<file path="src/rtl/pmu_evmap_pkg.sv">
// Package: shared widths, slot numbering and the list of supported
// event identifiers for the event-to-counter mapping table.
package pmu_evmap_pkg;

    localparam int EVT_W      = 20;  // identifier width
    localparam int NUM_EVT    = 5;   // supported identifiers, one table slot each
    localparam int SLOT_CYC   = 0;   // slot of the cycle event
    localparam int SLOT_INS   = 1;   // slot of the retired-instruction event
    localparam int FIRST_PROG = 3;   // lowest programmable counter index

    typedef logic [EVT_W-1:0] evt_id_t;

    // Compose a cache event: type 1, code = {cache id, operation, result}
    function automatic evt_id_t cache_evt(input int cache_id, input int op, input int res);
        logic [12:0] cid;
        logic [1:0]  opf;
        logic        rf;
        cid = cache_id[12:0];
        opf = op[1:0];
        rf  = res[0];
        return {4'h1, cid, opf, rf};
    endfunction

    // Identifier held by each table slot
    function automatic evt_id_t slot_code(input int slot);
        case (slot)
            0:       return 20'h00001;            // cycles
            1:       return 20'h00002;            // retired instructions
            2:       return cache_evt(3, 0, 1);   // data TLB read miss
            3:       return cache_evt(3, 1, 1);   // data TLB write miss
            default: return cache_evt(4, 0, 1);   // instruction TLB miss
        endcase
    endfunction

endpackage

</file>
<file path="src/rtl/pmu_evmap_decode.sv">
// Module: pmu_evmap_decode
// Compares one identifier against every supported identifier and returns a
// hit vector with one bit per table slot.
// Assumes: the supported identifiers are distinct, so at most one bit is set.
module pmu_evmap_decode
    import pmu_evmap_pkg::*;
#(
    parameter int SLOTS = NUM_EVT
) (
    input  evt_id_t          id,
    output logic [SLOTS-1:0] hit
);

    // One comparator per slot
    generate
        for (genvar g = 0; g < SLOTS; g++) begin : g_cmp
            assign hit[g] = (id == slot_code(g));
        end
    endgenerate

endmodule

</file>
<file path="src/rtl/pmu_evmap_table.sv">
// Module: pmu_evmap_table
// Holds one entry (valid bit and counter index) per supported identifier and
// applies selector writes: bind, unbind-by-counter, ignore, or reject.
// Assumes: wr_hit is the decode of wr_sel's low identifier bits and has at most
// one bit set; writes are single-cycle strobes.
module pmu_evmap_table
    import pmu_evmap_pkg::*;
#(
    parameter int                NUM_CTRS   = 32,
    parameter int                CIDX_W     = 5,
    parameter int                SEL_W      = 32,
    parameter logic [NUM_CTRS-1:0] AVAIL_MASK = 32'h0000_00F8
) (
    input  logic                              clk,
    input  logic                              rst_n,
    input  logic                              wr_en,
    input  logic [CIDX_W-1:0]                 wr_ctr,
    input  logic [SEL_W-1:0]                  wr_sel,
    input  logic [NUM_EVT-1:0]                wr_hit,
    output logic                              wr_err,
    output logic [NUM_EVT-1:0]                ent_vld,
    output logic [NUM_EVT-1:0][CIDX_W-1:0]    ent_ctr
);

    localparam logic [CIDX_W-1:0] FIRST_IDX = CIDX_W'(FIRST_PROG);

    logic ctr_ok;
    logic sel_zero;
    logic id_listed;
    logic id_taken;
    logic do_clear;
    logic do_bind;

    // Classify the write
    always_comb begin
        ctr_ok    = (wr_ctr >= FIRST_IDX) && AVAIL_MASK[wr_ctr];
        sel_zero  = (wr_sel == '0);
        id_listed = |wr_hit;
        id_taken  = |(wr_hit & ent_vld);
        wr_err    = wr_en && (!ctr_ok || (!sel_zero && !id_listed));
        do_clear  = wr_en && ctr_ok && sel_zero;
        do_bind   = wr_en && ctr_ok && !sel_zero && id_listed && !id_taken;
    end

    // Per-slot storage: clear entries of the written counter, or bind the hit slot
    generate
        for (genvar s = 0; s < NUM_EVT; s++) begin : g_ent
            always_ff @(posedge clk) begin
                if (!rst_n) begin
                    ent_vld[s] <= 1'b0;
                    ent_ctr[s] <= '0;
                end else if (do_clear && ent_vld[s] && (ent_ctr[s] == wr_ctr)) begin
                    ent_vld[s] <= 1'b0;
                end else if (do_bind && wr_hit[s]) begin
                    ent_vld[s] <= 1'b1;
                    ent_ctr[s] <= wr_ctr;
                end
            end

            // a live entry always names an available programmable counter
            assert_entry_in_avail_R2: assert property (@(posedge clk) disable iff (!rst_n)
                ent_vld[s] |-> (ent_ctr[s] >= FIRST_IDX) && AVAIL_MASK[ent_ctr[s]]);

            // a live entry survives any write that is not a zero selector
            assert_bound_kept_R6: assert property (@(posedge clk) disable iff (!rst_n)
                (ent_vld[s] && !(wr_en && (wr_sel == '0))) |=> (ent_vld[s] && $stable(ent_ctr[s])));
        end
    endgenerate

    // Last written counter, for the unbind check
    logic [CIDX_W-1:0]  prev_ctr;
    logic [NUM_EVT-1:0] pts_prev;

    // Capture the counter index of each write
    always_ff @(posedge clk) begin
        if (!rst_n) prev_ctr <= '0;
        else        prev_ctr <= wr_ctr;
    end

    // Entries that still point at the previously written counter
    always_comb begin
        for (int s = 0; s < NUM_EVT; s++) pts_prev[s] = ent_vld[s] && (ent_ctr[s] == prev_ctr);
    end

    // a rejected write changes nothing
    assert_err_no_change_R3: assert property (@(posedge clk) disable iff (!rst_n)
        wr_err |=> ($stable(ent_vld) && $stable(ent_ctr)));

    // an accepted zero write leaves nothing bound to that counter
    assert_unbind_all_R5: assert property (@(posedge clk) disable iff (!rst_n)
        (wr_en && !wr_err && (wr_sel == '0)) |=> (pts_prev == '0));

    // errors only accompany a write
    assert_err_needs_write_R4: assert property (@(posedge clk) disable iff (!rst_n)
        wr_err |-> wr_en);

endmodule

</file>
<file path="src/rtl/pmu_evmap_route.sv">
// Module: pmu_evmap_route
// Turns an event pulse into a one-hot increment strobe for the counter its
// identifier is bound to, masked by the counter inhibit vector.
// Assumes: evt_hit has at most one bit set; the result is combinational.
module pmu_evmap_route
    import pmu_evmap_pkg::*;
#(
    parameter int NUM_CTRS = 32,
    parameter int CIDX_W   = 5
) (
    input  logic                           clk,
    input  logic                           rst_n,
    input  logic                           evt_valid,
    input  logic [NUM_EVT-1:0]             evt_hit,
    input  logic [NUM_EVT-1:0]             ent_vld,
    input  logic [NUM_EVT-1:0][CIDX_W-1:0] ent_ctr,
    input  logic [NUM_CTRS-1:0]            inhibit,
    output logic [NUM_CTRS-1:0]            incr
);

    // Select the bound counter of the hit slot, unless inhibited
    always_comb begin
        incr = '0;
        for (int s = 0; s < NUM_EVT; s++) begin
            if (evt_valid && evt_hit[s] && ent_vld[s] && !inhibit[ent_ctr[s]])
                incr[ent_ctr[s]] = 1'b1;
        end
    end

    // strobe is at most one-hot
    assert_incr_onehot_R8: assert property (@(posedge clk) disable iff (!rst_n)
        $onehot0(incr));

    // no strobe without an event
    assert_incr_needs_evt_R8: assert property (@(posedge clk) disable iff (!rst_n)
        !evt_valid |-> (incr == '0));

    // an inhibited counter is never strobed
    assert_incr_not_inhibited_R8: assert property (@(posedge clk) disable iff (!rst_n)
        (incr & inhibit) == '0);

endmodule

</file>
<file path="src/rtl/pmu_evmap.sv">
// Module: pmu_evmap (top)
// Event-to-counter mapping table: accepts selector writes, routes event
// pulses to counter increment strobes and answers the cycle/instruction query.
// Assumes: counter 0 is the fixed cycle counter, counter 2 the fixed
// retired-instruction counter; NUM_CTRS matches the width of AVAIL_MASK.
module pmu_evmap
    import pmu_evmap_pkg::*;
#(
    parameter int                  NUM_CTRS   = 32,
    parameter int                  SEL_W      = 32,
    parameter logic [NUM_CTRS-1:0] AVAIL_MASK = 32'h0000_00F8,
    localparam int                 CIDX_W     = $clog2(NUM_CTRS)
) (
    input  logic                clk,
    input  logic                rst_n,
    input  logic                wr_en,
    input  logic [CIDX_W-1:0]   wr_ctr,
    input  logic [SEL_W-1:0]    wr_sel,
    output logic                wr_err,
    input  logic                evt_valid,
    input  logic [EVT_W-1:0]    evt_id,
    input  logic [NUM_CTRS-1:0] inhibit,
    output logic [NUM_CTRS-1:0] incr,
    input  logic [CIDX_W-1:0]   qry_ctr,
    output logic                qry_is_cycles,
    output logic                qry_is_instr
);

    localparam logic [CIDX_W-1:0] CYC_FIXED = '0;
    localparam logic [CIDX_W-1:0] INS_FIXED = CIDX_W'(2);

    logic [NUM_EVT-1:0]             wr_hit;
    logic [NUM_EVT-1:0]             evt_hit;
    logic [NUM_EVT-1:0]             ent_vld;
    logic [NUM_EVT-1:0][CIDX_W-1:0] ent_ctr;

    pmu_evmap_decode #(.SLOTS(NUM_EVT)) u_dec_wr (
        .id  (wr_sel[EVT_W-1:0]),
        .hit (wr_hit)
    );

    pmu_evmap_decode #(.SLOTS(NUM_EVT)) u_dec_evt (
        .id  (evt_id),
        .hit (evt_hit)
    );

    pmu_evmap_table #(
        .NUM_CTRS   (NUM_CTRS),
        .CIDX_W     (CIDX_W),
        .SEL_W      (SEL_W),
        .AVAIL_MASK (AVAIL_MASK)
    ) u_tbl (
        .clk     (clk),
        .rst_n   (rst_n),
        .wr_en   (wr_en),
        .wr_ctr  (wr_ctr),
        .wr_sel  (wr_sel),
        .wr_hit  (wr_hit),
        .wr_err  (wr_err),
        .ent_vld (ent_vld),
        .ent_ctr (ent_ctr)
    );

    pmu_evmap_route #(
        .NUM_CTRS (NUM_CTRS),
        .CIDX_W   (CIDX_W)
    ) u_route (
        .clk       (clk),
        .rst_n     (rst_n),
        .evt_valid (evt_valid),
        .evt_hit   (evt_hit),
        .ent_vld   (ent_vld),
        .ent_ctr   (ent_ctr),
        .inhibit   (inhibit),
        .incr      (incr)
    );

    // Query: fixed counters, or the counter bound to the cycle/instruction slot
    always_comb begin
        qry_is_cycles = (qry_ctr == CYC_FIXED) ||
                        (ent_vld[SLOT_CYC] && (ent_ctr[SLOT_CYC] == qry_ctr));
        qry_is_instr  = (qry_ctr == INS_FIXED) ||
                        (ent_vld[SLOT_INS] && (ent_ctr[SLOT_INS] == qry_ctr));
    end

endmodule

</file>
<file path="config.mk">
export PLATFORM = sky130hd
export DESIGN_NAME = pmu_evmap
export DESIGN_NICKNAME = d
export VERILOG_FILES = /design/src/rtl/pmu_evmap_pkg.sv /design/src/rtl/pmu_evmap_decode.sv /design/src/rtl/pmu_evmap_table.sv /design/src/rtl/pmu_evmap_route.sv /design/src/rtl/pmu_evmap.sv
export SDC_FILE = /design/constraint.sdc
export NUM_CORES = 1
export LEC_CHECK = 0
export BUFFER_PORTS_ARGS = -buffer_cell sky130_fd_sc_hd__buf_2
export CAP_MARGIN = 10
export CORE_MARGIN = 5
export CORE_UTILIZATION = 26
export DETAILED_ROUTE_END_ITERATION = 8
export HOLD_SLACK_MARGIN = 0.08
export SETUP_SLACK_MARGIN = 0.5
export SYNTH_ARGS = -nofsm -noshare
export SYNTH_HDL_FRONTEND = slang
export SYNTH_SLANG_ARGS = --single-unit
</file>
<file path="constraint.sdc">
create_clock -name clk -period 4.9 [get_ports clk]
set_input_delay 0.49 -clock clk [delete_from_list [all_inputs] [get_ports clk]]
set_output_delay 0.49 -clock clk [all_outputs]
set_load 0.01 [all_outputs]
</file>
Word level (Yosys, flattened, before mapping):

Memories as Yosys holds them, arrays and structs flattened.
Cells that the tools add are included.

* magnitude comparators: 12
* equality and inequality tests: 18
* mux-type cells: 26
* bitwise gates (word level): 11
* reduce and logical (&&, ||, !) cells: 71

Operators with widths (number)
* $mux W32: 5
* $or A32 B32 Y32: 4
* $eq A20 B17 Y1 const B: 6
* $logic_and A1 B1 Y1: 45
* $eq A20 B1 Y1 const B: 2
* $eq A20 B2 Y1 const B: 2
* $lt A5 B6 Y1 const B: 6
* $eq A5 B5 Y1: 7
* $logic_not A32 Y1: 1
* $bmux W1 S5: 5
* $demux W1 S5: 5
* $ge A5 B1 Y1 const B: 5
* $mux W1: 11
* $reduce_and A2 Y1: 5
* $reduce_or A2 Y1: 5
* $reduce_or A5 Y1: 2
* $logic_not A1 Y1: 9
* $not A1 Y1: 6
* $and A5 B5 Y5: 1
* $eq A5 B2 Y1 const B: 1
* $ge A5 B2 Y1 const B: 1
* $logic_not A5 Y1: 1
* $logic_or A1 B1 Y1: 3

* register bits: 30
* bits in read-only memories: 32
* input port bits: 98
* output and inout port bits: 35
* logic and storage cells: 149
* memories kept: 1

Memories
* (name not given): depth 32, bits a word 1, rd ports 1, clocked after Yosys merged registers in 0, wr ports 0, RTL line pmu_evmap_table.sv:36 `ctr_ok = (wr_ctr >= FIRST_IDX) && AVAIL_MASK[wr_ctr];`

Longest topological paths before layout:

Gate-level depths: netlist of run 1.

* depth in word-level cells: 13
* depth in mapped cells: 8
* depth with buffers taken out: 5

By module:

From an unflattened synthesis of run 1, not the netlist that was laid out.

* cells, all modules: 656
* area, all modules: 5109.9 um^2

By module, submodules not included
* pmu_evmap_route: instances 1, cells an instance 437, area an instance 3032.9 um^2, seq. area each 0.0 um^2
* pmu_evmap_table: instances 1, cells an instance 163, area an instance 1594.0 um^2, seq. area each 600.6 um^2
* pmu_evmap_decode: instances 2, cells an instance 19, area an instance 173.9 um^2, seq. area each 0.0 um^2
* pmu_evmap: instances 1, cells an instance 18, area an instance 135.1 um^2, seq. area each 0.0 um^2

Worst setup path before layout of run 1:

Ideal clock, no wire load.

* path kind: reg-to-output
* start point: register u_tbl.ent_ctr[16] (netlist name)
* end point: output port incr[14]
* arrival: 2.313 ns
* data required time: 4.410 ns
* path slack: 2.097 ns
* cell stages (with the launch flop): 9
* buffers on the path: 3
* cell sequence: dfxtp_1 -> clkbuf_1 -> buf_2 -> mux2i_1 -> nor2_1 -> a2111oi_1 -> nand3_1 -> buf_2 -> o311ai_1

* cells in the longest elaborated chain, start to end: 8
* elaborated cells between the ends (all ways): 13
* those cells by class: order compare: 2; mux: 6; bitwise: 2; reduce/logical: 3

Ends and longest elaborated chain
* start: declaration: RTL line pmu_evmap_table.sv:22 `output logic [NUM_EVT-1:0][CIDX_W-1:0] ent_ctr`
* start signal: indexed assignment: RTL line pmu_evmap_table.sv:56 `ent_ctr[s] <= wr_ctr;`
* $lt A5 B6 Y1 (implied by the code) or $ge A5 B1 Y1 (tied branches): RTL line pmu_evmap_route.sv:26 `incr[ent_ctr[s]] = 1'b1;`
* $logic_and A1 B1 Y1 (implied by the code): RTL line pmu_evmap_route.sv:26
* $mux W1 (implied by the code): RTL line pmu_evmap_route.sv:26
* $demux W1 S5
* $or A32 B32 Y32 (no line)
* $mux W32 *: RTL line pmu_evmap_route.sv:25 `if (evt_valid && evt_hit[s] && ent_vld[s] && !inhibit[ent_ctr[s]])`
* $or A32 B32 Y32 (no line)
* $mux W32 *: RTL line pmu_evmap_route.sv:25
* end: declaration: RTL line pmu_evmap.sv:23 `output logic [NUM_CTRS-1:0] incr,`

Every way passes the cells marked *; elsewhere a longest branch is shown, timed or not. The select of a mux whose other input is x is not followed.

Final worst setup path of run 1:

* start point: register u_tbl.ent_ctr[16] (netlist name)
* end point: output port incr[2]

The elaborated chain is that of the path after synthesis.

==> results of run 1 <==
[synth_stat cells (10+ instances only)]
cell type	instances	area [um^2]
nand4_1	35	219
xnor2_1	17	149
xor2_1	18	158
nand3_1	38	190
nor2_1	68	255
nand4b_1	10	87.6
nor3_1	34	170
a32oi_1	26	228
mux4_2	14	315
dfxtp_1	30	601
or3_1	12	75.1
nor2b_1	24	150
a22oi_1	19	143
mux2i_1	39	390
nand2b_1	18	113
nand2_1	27	101
nor4b_1	10	87.6
nand3b_1	11	82.6
nor4_1	34	213
clkbuf_1	50	188
and3_1	11	68.8
[worst register-to-register path: cells and delay by family (launching register included)]
family	cells	cell delay (ns)
simple gates	1	0.09
compound gates	2	0.43
xor+xnor	1	0.20
flops	1	0.97
[metal layers]
metal / wire (um) / vias up
li1: - / 2916
met1: 10200 / 3130
met2: 11700 / 434
met3: 2630 / 64
met4: 757 / 0
met5: 0 / -
[stage by stage]
stage	worst slack (ns)	cells	power (mW)
4_1_cts	0.714	1048	0.698
2_1_floorplan	2.10	686	0.308
6_report	0.992	1048	0.700
3_3_place_gp	1.20	1040	0.392
5_1_grt	0.743	1048	0.722
3_5_place_dp	1.02	1040	0.391
[timing repair]
action	in CTS	in global routing
hold endpoints to repair	0	0
gates resized for setup	0	2
endpoints found under the setup margin	0	3
[area by class of cell]
| type | count | area [um^2] |
|---|---|---|
| Clock inverter | 1 | 5.00 |
| Tap cell | 265 | 332 |
| Clock buffer | 7 | 143 |
| Timing Repair Buffer | 147 | 773 |
| Multi-Input combinational cell | 589 | 4230 |
| Sequential cell | 30 | 602 |
| Fill cell | 2130 | 13300 |
| Inverter | 9 | 33.8 |
[state kept, by name (all words and copies together), names as in the netlist]
| name | count |
|---|---|
| u_tbl.ent_ctr | 25 |
| u_tbl.ent_vld | 5 |
[final timing paths]
kind                                         end  slack, ns  cells past startpoint
worst max-delay path                     incr[2]       0.99                      7
worst min-delay path            u_tbl.ent_vld[3]       0.53                      2
worst max register to register  u_tbl.ent_vld[4]       3.07                      4
worst min register to register  u_tbl.ent_vld[3]       0.53                      2
[placed cells by master, fill, tap and decap left out, types with 6 or more instances in the layout]
cell       Yosys  layout
nor4_1        34      34
buf_2          6     132
buf_4          0      15
nand3b_1      11      11
or4_1          6       6
dfxtp_1       30      29
and3_1        11      11
xnor2_1       17      17
xor2_1        18      18
nor3_1        34      34
a32oi_1       26      26
nand4_1       35      35
nand2b_1      18      18
o311ai_1       6       6
mux2i_1       39      39
a22oi_1       19      19
o211ai_1       9       9
or3_1         12      12
mux4_2        14      14
nor2_1        68      68
a21boi_0       9       9
nand4b_1      10      10
nor4b_1       10      10
inv_1          9       9
nand3_1       38      38
nor3b_1        6       6
a21oi_1        6       6
o2111ai_1      8       8
nand2_1       27      27
nor2b_1       24      24
[power by group]
| group | internal [mW] | switching (mW) |
|---|---|---|
| registers | 0.244 | 0.0000000607 |
| clock network | 0.201 | 0.107 |
| logic | 0.0607 | 0.0871 |
[kinds of logic after synthesis]
logic type	count (synthesis)	synth area share, %
buffers and inverters	67	5.23
flip-flops	30	11.8
multiplexers	58	15.0
AO/OA/AOI/OAI	120	19.3
AND/OR/NAND/NOR	376	42.8
XOR/XNOR	35	6.02
==> results_dict.tcl, run 1 <==
set metrics [dict create \
    rows 51 \
    cts_hold_buf 0 \
    synth_ff_type "dfxtp_1" \
    crit_start "u_tbl.ent_ctr[16]" \
    layout-drive-gt1-share_pct 24.6 \
    ys_seq_area_share_pct 11.8 \
    hold_path.class "reg2reg" \
    met1_usage_pct 28.5 \
    gp_congestion 1.01 \
    n_antenna_cell 0 \
    peakVddDrop_mv 0.130 \
    wl_per_cell_um 24.1 \
    path_cells "buf_4 -> nand3b_1 -> o22ai_1 -> o32ai_2 -> nand3_1 -> o311ai_0 -> buf_2" \
    finalHoldViolations 0 \
    ios 133 \
    drtIter0Drc 1043 \
    place_area_um2 5970 \
    critPathBufInv 2 \
    synth_edf_count 0 \
    synth_cell_types 65 \
    clk_path_buf_depth 2 \
    busiest_layer "met2" \
    start_kind "register" \
    cap_violations 0 \
    clkLatencyLatePin_ns 0.27 \
    cts.sinks 30 \
    cp_slowest_cell "dfxtp_1" \
    synth_nets 784 \
    fin_tns_setup_ns 0 \
    fin_util_pct 31.6 \
    grt_pass1_vias 6195 \
    grt_use_met2_pct 35.1 \
    synth_area_um2 5090 \
    end_kind "primary output" \
    dr.pass1.iters 5 \
    remaining_drc_errors 0 \
    finalCriticalPeriod_ns 3.91 \
    grt_antenna_before_repair 0 \
    vias 6544 \
    ant_nets 0 \
    relSlewSlack_pct 33.2 \
    drv_slew 0 \
    vias_per_cell 6.24 \
    die_w_um 150 \
    skew_ns 0.00346 \
    layout.nets 880 \
    chipHeight_um 150 \
    overflow 0 \
    power_density_nw_per_um2 114 \
    htree_levels 2 \
    critical_path_arrival_ns 3.42 \
    dp_hpwl_um 19900 \
    finalSetupViolCount 0 \
    critical_path_class "reg2out" \
    areaGrowthSynthToFinish_pct 20.1 \
    syn_area_per_cell_um2 7.43 \
    crit_family "compound AO/OA/AOI/OAI gates" \
    grtUsageMet3_pct 3.91 \
    core_um2 19400 \
    finalCritPeriodShare_pct 79.8 \
    grt_max_degree 31 \
    synth-async-reset-ratio_pct 0 \
    r2r-start "u_tbl.ent_ctr[20]" \
    cts_root_buf "clkbuf_16" \
    wirelength_um 25200 \
    grt_setup_unrepaired "false" \
    cts_made_buffers 5 \
    grtUsageTotal_pct 21.4 \
    yosysWarnings 0 \
    worst_slew_pin_slew_ns 0.999 \
    syn-instance-count 686 \
    synth_seq_cells 30 \
    portBuffers 132 \
    critical_path.max_fanout 23 \
    hold_ws_ns 0.528 \
    cp_slowest_stage_delay_ns 0.60 \
    crit_required_ns 4.41 \
    cts_setup_buffers 0 \
    die_area_um2 22500 \
    design_area_um2 6120 \
    p_leak_nw 2.02 \
    start_util_pct 26.3 \
    status "completed" \
    clk_pin_slew_ns 0.05 \
    cts_tree "done" \
    grt_pass1_wl_um 37100 \
    fmax_ghz 0.256 \
    hp-start "u_tbl.ent_vld[3]" \
]
Power figures use the tool's default switching activity.
==> inputs of run 2 (changes only) <==
==> constraint.sdc (replaced) <==
create_clock -name clk -period 3.35 [get_ports clk]
set_input_delay 0.335 -clock clk [delete_from_list [all_inputs] [get_ports clk]]
set_output_delay 0.335 -clock clk [all_outputs]
set_load 0.01 [all_outputs]
==> run 2 against run 1 <==
  * Global-route usage up 2.0 points
  * Critical endpoint is now incr[1]
  * Clock skew about the same
  * Final area up 16%
  * Utilization up 4.9 points
  * Register-to-register slack worse by 1.2 ns
  * Worst hold slack worse by 0.033 ns
  * Sequential share of layout area down 1.1 points
==> results_dict.tcl, run 2 (synthesis gave the netlist of run 1 again) <==
set metrics [dict create \
    drv_slew 0 \
    end_kind "primary output" \
    p_total_mw 1.05 \
    grt_pass1_wl_um 40200 \
    areaGrowthSynthToFinish_pct 38.8 \
    relSlewSlack_pct 47.6 \
    finalSetupViolCount 0 \
    die_area_um2 22500 \
    fin_tns_setup_ns 0 \
    overflow 0 \
    largest_register "u_tbl.ent_ctr" \
    portBuffers 132 \
    hold_path.class "in2reg" \
    grt_max_degree 31 \
    chipHeight_um 150 \
    largest_reg_flops 25 \
    clk_path_buf_depth 2 \
    fmax_ghz 0.341 \
    finalCriticalPeriod_ns 2.93 \
    start_kind "register" \
    clk_pin_slew_ns 0.05 \
    status "completed" \
    finalHoldViolations 0 \
    peakVddDrop_mv 0.160 \
    p_leak_nw 2.48 \
    cts_made_buffers 5 \
    grt_pass1_vias 6746 \
    grtUsageTotal_pct 23.4 \
    layout_commonest_cell "buf_2" \
    skew_ns 0.00362 \
    critical_path_arrival_ns 2.60 \
    wl_per_cell_um 24.8 \
    final_cell_mix "129 x buf_2, 68 x nor2_1, 67 x buf_4" \
    seqCellArea_um2 621 \
    ios 133 \
    ant_nets 0 \
    core_um2 19400 \
    cts_tree "done" \
    cts_hold_buf 0 \
    crit_required_ns 3.01 \
    critical_path_class "reg2out" \
    start_util_pct 26.3 \
    remaining_drc_errors 0 \
    fin_util_pct 36.5 \
    htree_levels 2 \
    dr.pass1.iters 5 \
    worst_slew_pin_slew_ns 0.782 \
    power_density_nw_per_um2 149 \
    layout.nets 942 \
    cap_violations 0 \
    vias 6931 \
    grt_setup_unrepaired "true" \
    grt_antenna_before_repair 0 \
    rows 51 \
    fillCellCount 2076 \
    top_regs "u_tbl.ent_ctr: 25 flops, u_tbl.ent_vld: 5 flops" \
    layout-drive-gt1-share_pct 36.3 \
    dp_hpwl_um 21200 \
    cts_root_buf "clkbuf_16" \
    clkLatencyLatePin_ns 0.28 \
    die_w_um 150 \
    gp_congestion 1.01 \
    vias_per_cell 6.24 \
    critical_path.max_fanout 4 \
    drtIter0Drc 1038 \
    wirelength_um 27500 \
    finalCritPeriodShare_pct 87.6 \
    cts.sinks 30 \
    multiInputGateArea_um2 4600 \
]
run 2: area by class of cell:
cell class / instances / area share, %
Clock inverter: 2 / 0.177
Sequential cell: 30 / 8.78
Timing Repair Buffer: 208 / 18.8
Clock buffer: 6 / 1.96
Multi-Input combinational cell: 590 / 65.1
Tap cell: 265 / 4.69
Inverter: 9 / 0.478
Antenna cell: 1 / 0.0354
run 2: critical path, cell delays in order (launching register included):
cell	delay [ns]
dfxtp_4	0.35
mux4_2	0.50
a311o_2	0.38
a311oi_4	0.38
nand4b_1	0.16
buf_6	0.16
o2111ai_2	0.21
buf_2	0.17
run 2: through the flow:
stage               area, um^2  cells  hold slack [ns]  setup WS [ns]
floorplan                 5090    686            0.457          0.702
global placement          6250   1076            0.486          0.163
detailed placement        6250   1076            0.491          0.144
CTS                       6770   1097            0.491          0.438
global route              7070   1110            0.504          0.282
finish                    7070   1111            0.494          0.417
run 2: report_power, final:
group | leakage (nW) | switching, mW | total (mW) | internal (mW)
logic | 2.16 | 0.137 | 0.230 | 0.0924
clock network | 0.0729 | 0.175 | 0.469 | 0.294
registers | 0.248 | 0.0000000488 | 0.355 | 0.355
run 2: worst paths after layout:
check                    start                end  slack (ns)  depth (start not counted)
min reg2reg  u_tbl.ent_ctr[12]  u_tbl.ent_ctr[12]        0.50                          2
max reg2reg   u_tbl.ent_vld[1]   u_tbl.ent_ctr[6]        1.87                          4
min                  wr_ctr[2]  u_tbl.ent_ctr[12]        0.49                          3
max          u_tbl.ent_ctr[15]            incr[1]        0.42                          7
run 2: repair_timing:
| action | in CTS | in global routing |
|---|---|---|
| buffers inserted | 11 | 12 |
| pin swaps | 9 | 9 |
| resized for setup | 46 | 42 |
| gates cloned | 2 | 1 |
| setup endpoints to repair | 32 | 31 |
run 2: routing by layer:
metal / global-route usage (%) / share of wire [%]
met5: 0 / 0
met4: 9.93 / 5.2
met3: 5.48 / 11
met2: 37.7 / 45
met1: 30.0 / 39
==> inputs of run 3 (changes only) <==
==> constraint.sdc (replaced) <==
create_clock -name clk -period 3.3 [get_ports clk]
set_input_delay 0.33 -clock clk [delete_from_list [all_inputs] [get_ports clk]]
set_output_delay 0.33 -clock clk [all_outputs]
set_load 0.01 [all_outputs]
==> run 3 against run 2 <==
  * Via count is 0.19% lower
  * Combinational power is 2% higher
  * Global-route usage is 0.85 points lower
  * Worst hold slack worse by 0.027 ns
  * Utilization is 0.67 points higher
  * Sequential share of layout area is 0.054 points lower
  * Register-to-register slack worse by 0.05 ns
  * Total power is 0.25% higher
  * First-iteration DRC count is 5.9% higher
  * Clock skew is 0.0013 ns lower
  * Largest power group unchanged
==> results_dict.tcl, run 3 (synthesis gave the netlist of run 1 again) <==
set metrics [dict create \
    grt_setup_unrepaired "true" \
    critical_path_arrival_ns 2.58 \
    r2r_setup_slack_ns 1.82 \
    cap_violations 0 \
    grt_antenna_before_repair 1 \
    fillCellCount 2057 \
    largest_reg_flops 25 \
    rows 51 \
    critPathBufInv 4 \
    path_cells "buf_2 -> nor4bb_1 -> nand2_1 -> nor2_1 -> buf_4 -> nand4b_1 -> buf_6 -> o2111ai_2 -> buf_2" \
    finalCriticalPeriod_ns 2.91 \
    areaGrowthSynthToFinish_pct 41.4 \
    top_regs "u_tbl.ent_ctr: 25 flops, u_tbl.ent_vld: 5 flops" \
    switchingPower_mw 0.304 \
    largest_register "u_tbl.ent_ctr" \
    die_area_um2 22500 \
    die_w_um 150 \
    clkLatencyLatePin_ns 0.28 \
    cts.sinks 30 \
    grtUsageTotal_pct 22.6 \
    reg2reg_depth 4 \
    core_um2 19400 \
    vias 6918 \
    switching_share_pct 28.8 \
    critical_path.max_fanout 8 \
    p_total_mw 1.06 \
    dp_hpwl_um 20800 \
    cts_hold_buf 0 \
    p_leak_nw 2.73 \
    wirelength_um 27200 \
    pwr-share-comb_pct 22.2 \
    peakVddDrop_mv 0.175 \
    cp_slowest_stage_delay_ns 0.47 \
    dr.pass1.iters 6 \
    cp_slowest_cell "nor4bb_1" \
    worstReg2RegEnd "u_tbl.ent_ctr[22]" \
    min_to "u_tbl.ent_ctr[12]" \
    fmax_ghz 0.344 \
    power_density_nw_per_um2 147 \
    end_kind "primary output" \
    finalNonFillerCells 1109 \
    remaining_drc_errors 0 \
    critical_path_class "in2out" \
    ant_nets 0 \
    finalHoldViolations 0 \
    layout.nets 941 \
    vias_per_cell 6.24 \
    cts_root_buf "clkbuf_16" \
    skew_ns 0.00232 \
    cts_made_buffers 5 \
    p_int_mw 0.752 \
    ios 133 \
    layout-drive-gt1-share_pct 38.0 \
    crit_family "simple AND/OR/NAND/NOR gates" \
    clk_path_buf_depth 2 \
    setup_ws_ns 0.392 \
    crit_required_ns 2.97 \
    finalCritPeriodShare_pct 88.1 \
    grt_max_degree 31 \
    p_clk_share_pct 43.8 \
    wl_per_cell_um 24.5 \
    overflow 0 \
    start_kind "input port" \
    grt_pass1_vias 6457 \
    worst_slew_pin_slew_ns 0.774 \
    chipHeight_um 150 \
    relSlewSlack_pct 48.4 \
    start_util_pct 26.3 \
    clk_pin_slew_ns 0.05 \
    cts_tree "done" \
    hold_path.class "in2reg" \
    htree_levels 2 \
    sequentialPowerShare_pct 34.0 \
    finalSetupViolCount 0 \
    gp_congestion 1.04 \
    final_cell_mix "131 x buf_2, 68 x nor2_1, 61 x buf_4" \
    layout_commonest_cell "buf_2" \
    hp-start "wr_ctr[2]" \
    drtIter0Drc 1099 \
    r2r-start "u_tbl.ent_vld[4]" \
    fin_tns_setup_ns 0 \
    portBuffers 132 \
    place_ws_ns 0.0611 \
    n_antenna_cell 0 \
    status "completed" \
    drv_slew 0 \
    cpMostUsedCell "buf_2" \
    grt_pass1_wl_um 39100 \
    holdPathStages 3 \
    place_inst 1072 \
]
## run 3: changes by cell type in the layout (fill, tap and decap cells not counted), sizes merged
cell,delta
nor3,-1
diode,-1
clkbuf,+1
bufbuf,-1
buf,-1
nand3,+1
## run 3: worst min-delay path, delay by kind of cell
kind,cells,cell delay [ns]
and+or+nand+nor,1,0.10
buffers and inverters,1,0.20
AOI/OAI and AO/OA,1,0.07
## run 3: how the worst max path moves through the flow
stage	from	to	cells past startpoint
floorplan	u_tbl.ent_ctr[16]	incr[14]	8
global placement	u_tbl.ent_ctr[16]	incr[6]	7
detailed placement	u_tbl.ent_ctr[16]	incr[2]	7
CTS	u_tbl.ent_ctr[15]	incr[1]	7
global route	u_tbl.ent_ctr[15]	incr[17]	7
finish	evt_id[18]	incr[17]	9
## run 3: layer usage
metal,share of wire (%),track usage [%],wire length [um],vias up
met5,0.15,0,41,-
met4,5.6,10.2,1530,2
met3,13,5.78,3450,134
met2,44,34.9,12000,556
met1,37,29.6,10100,3197
li1,-,-,-,3029
## run 3: power groups by stage
stage | clock, mW | combinational [mW] | sequential (mW)
after detailed placement | 0 | 0.213 | 0.370
after global placement | 0 | 0.214 | 0.370
after global routing | 0.485 | 0.246 | 0.359
after floorplan | 0 | 0.0871 | 0.370
after CTS | 0.470 | 0.218 | 0.361
final | 0.463 | 0.235 | 0.359
## run 3: what timing repair did
action | 4_1_cts | 5_1_grt
endpoints found under the setup margin | 32 | 32
resized for setup | 52 | 64
setup buffers | 8 | 19
pin swaps | 6 | 19
cloned | 0 | 2
## run 3: metrics by stage
stage | utilization (%) | area (um^2) | hold slack, ns
detailed placement | 32.1 | 6220 | 0.513
floorplan | - | 5090 | 0.457
global route | 37.1 | 7200 | 0.487
finish | 37.1 | 7200 | 0.467
CTS | 34.4 | 6670 | 0.470
global placement | 32.1 | 6220 | 0.510
## run 3: cell type report
class / count / area [um^2] / area share (%)
clock inverter: 2 / 12.5 / 0.174
inverter: 9 / 33.8 / 0.469
clock buffer: 6 / 139 / 1.93
multi-input combinational: 590 / 4730 / 65.7
timing repair buffer: 207 / 1330 / 18.4
sequential: 30 / 628 / 8.72
tap: 265 / 332 / 4.60
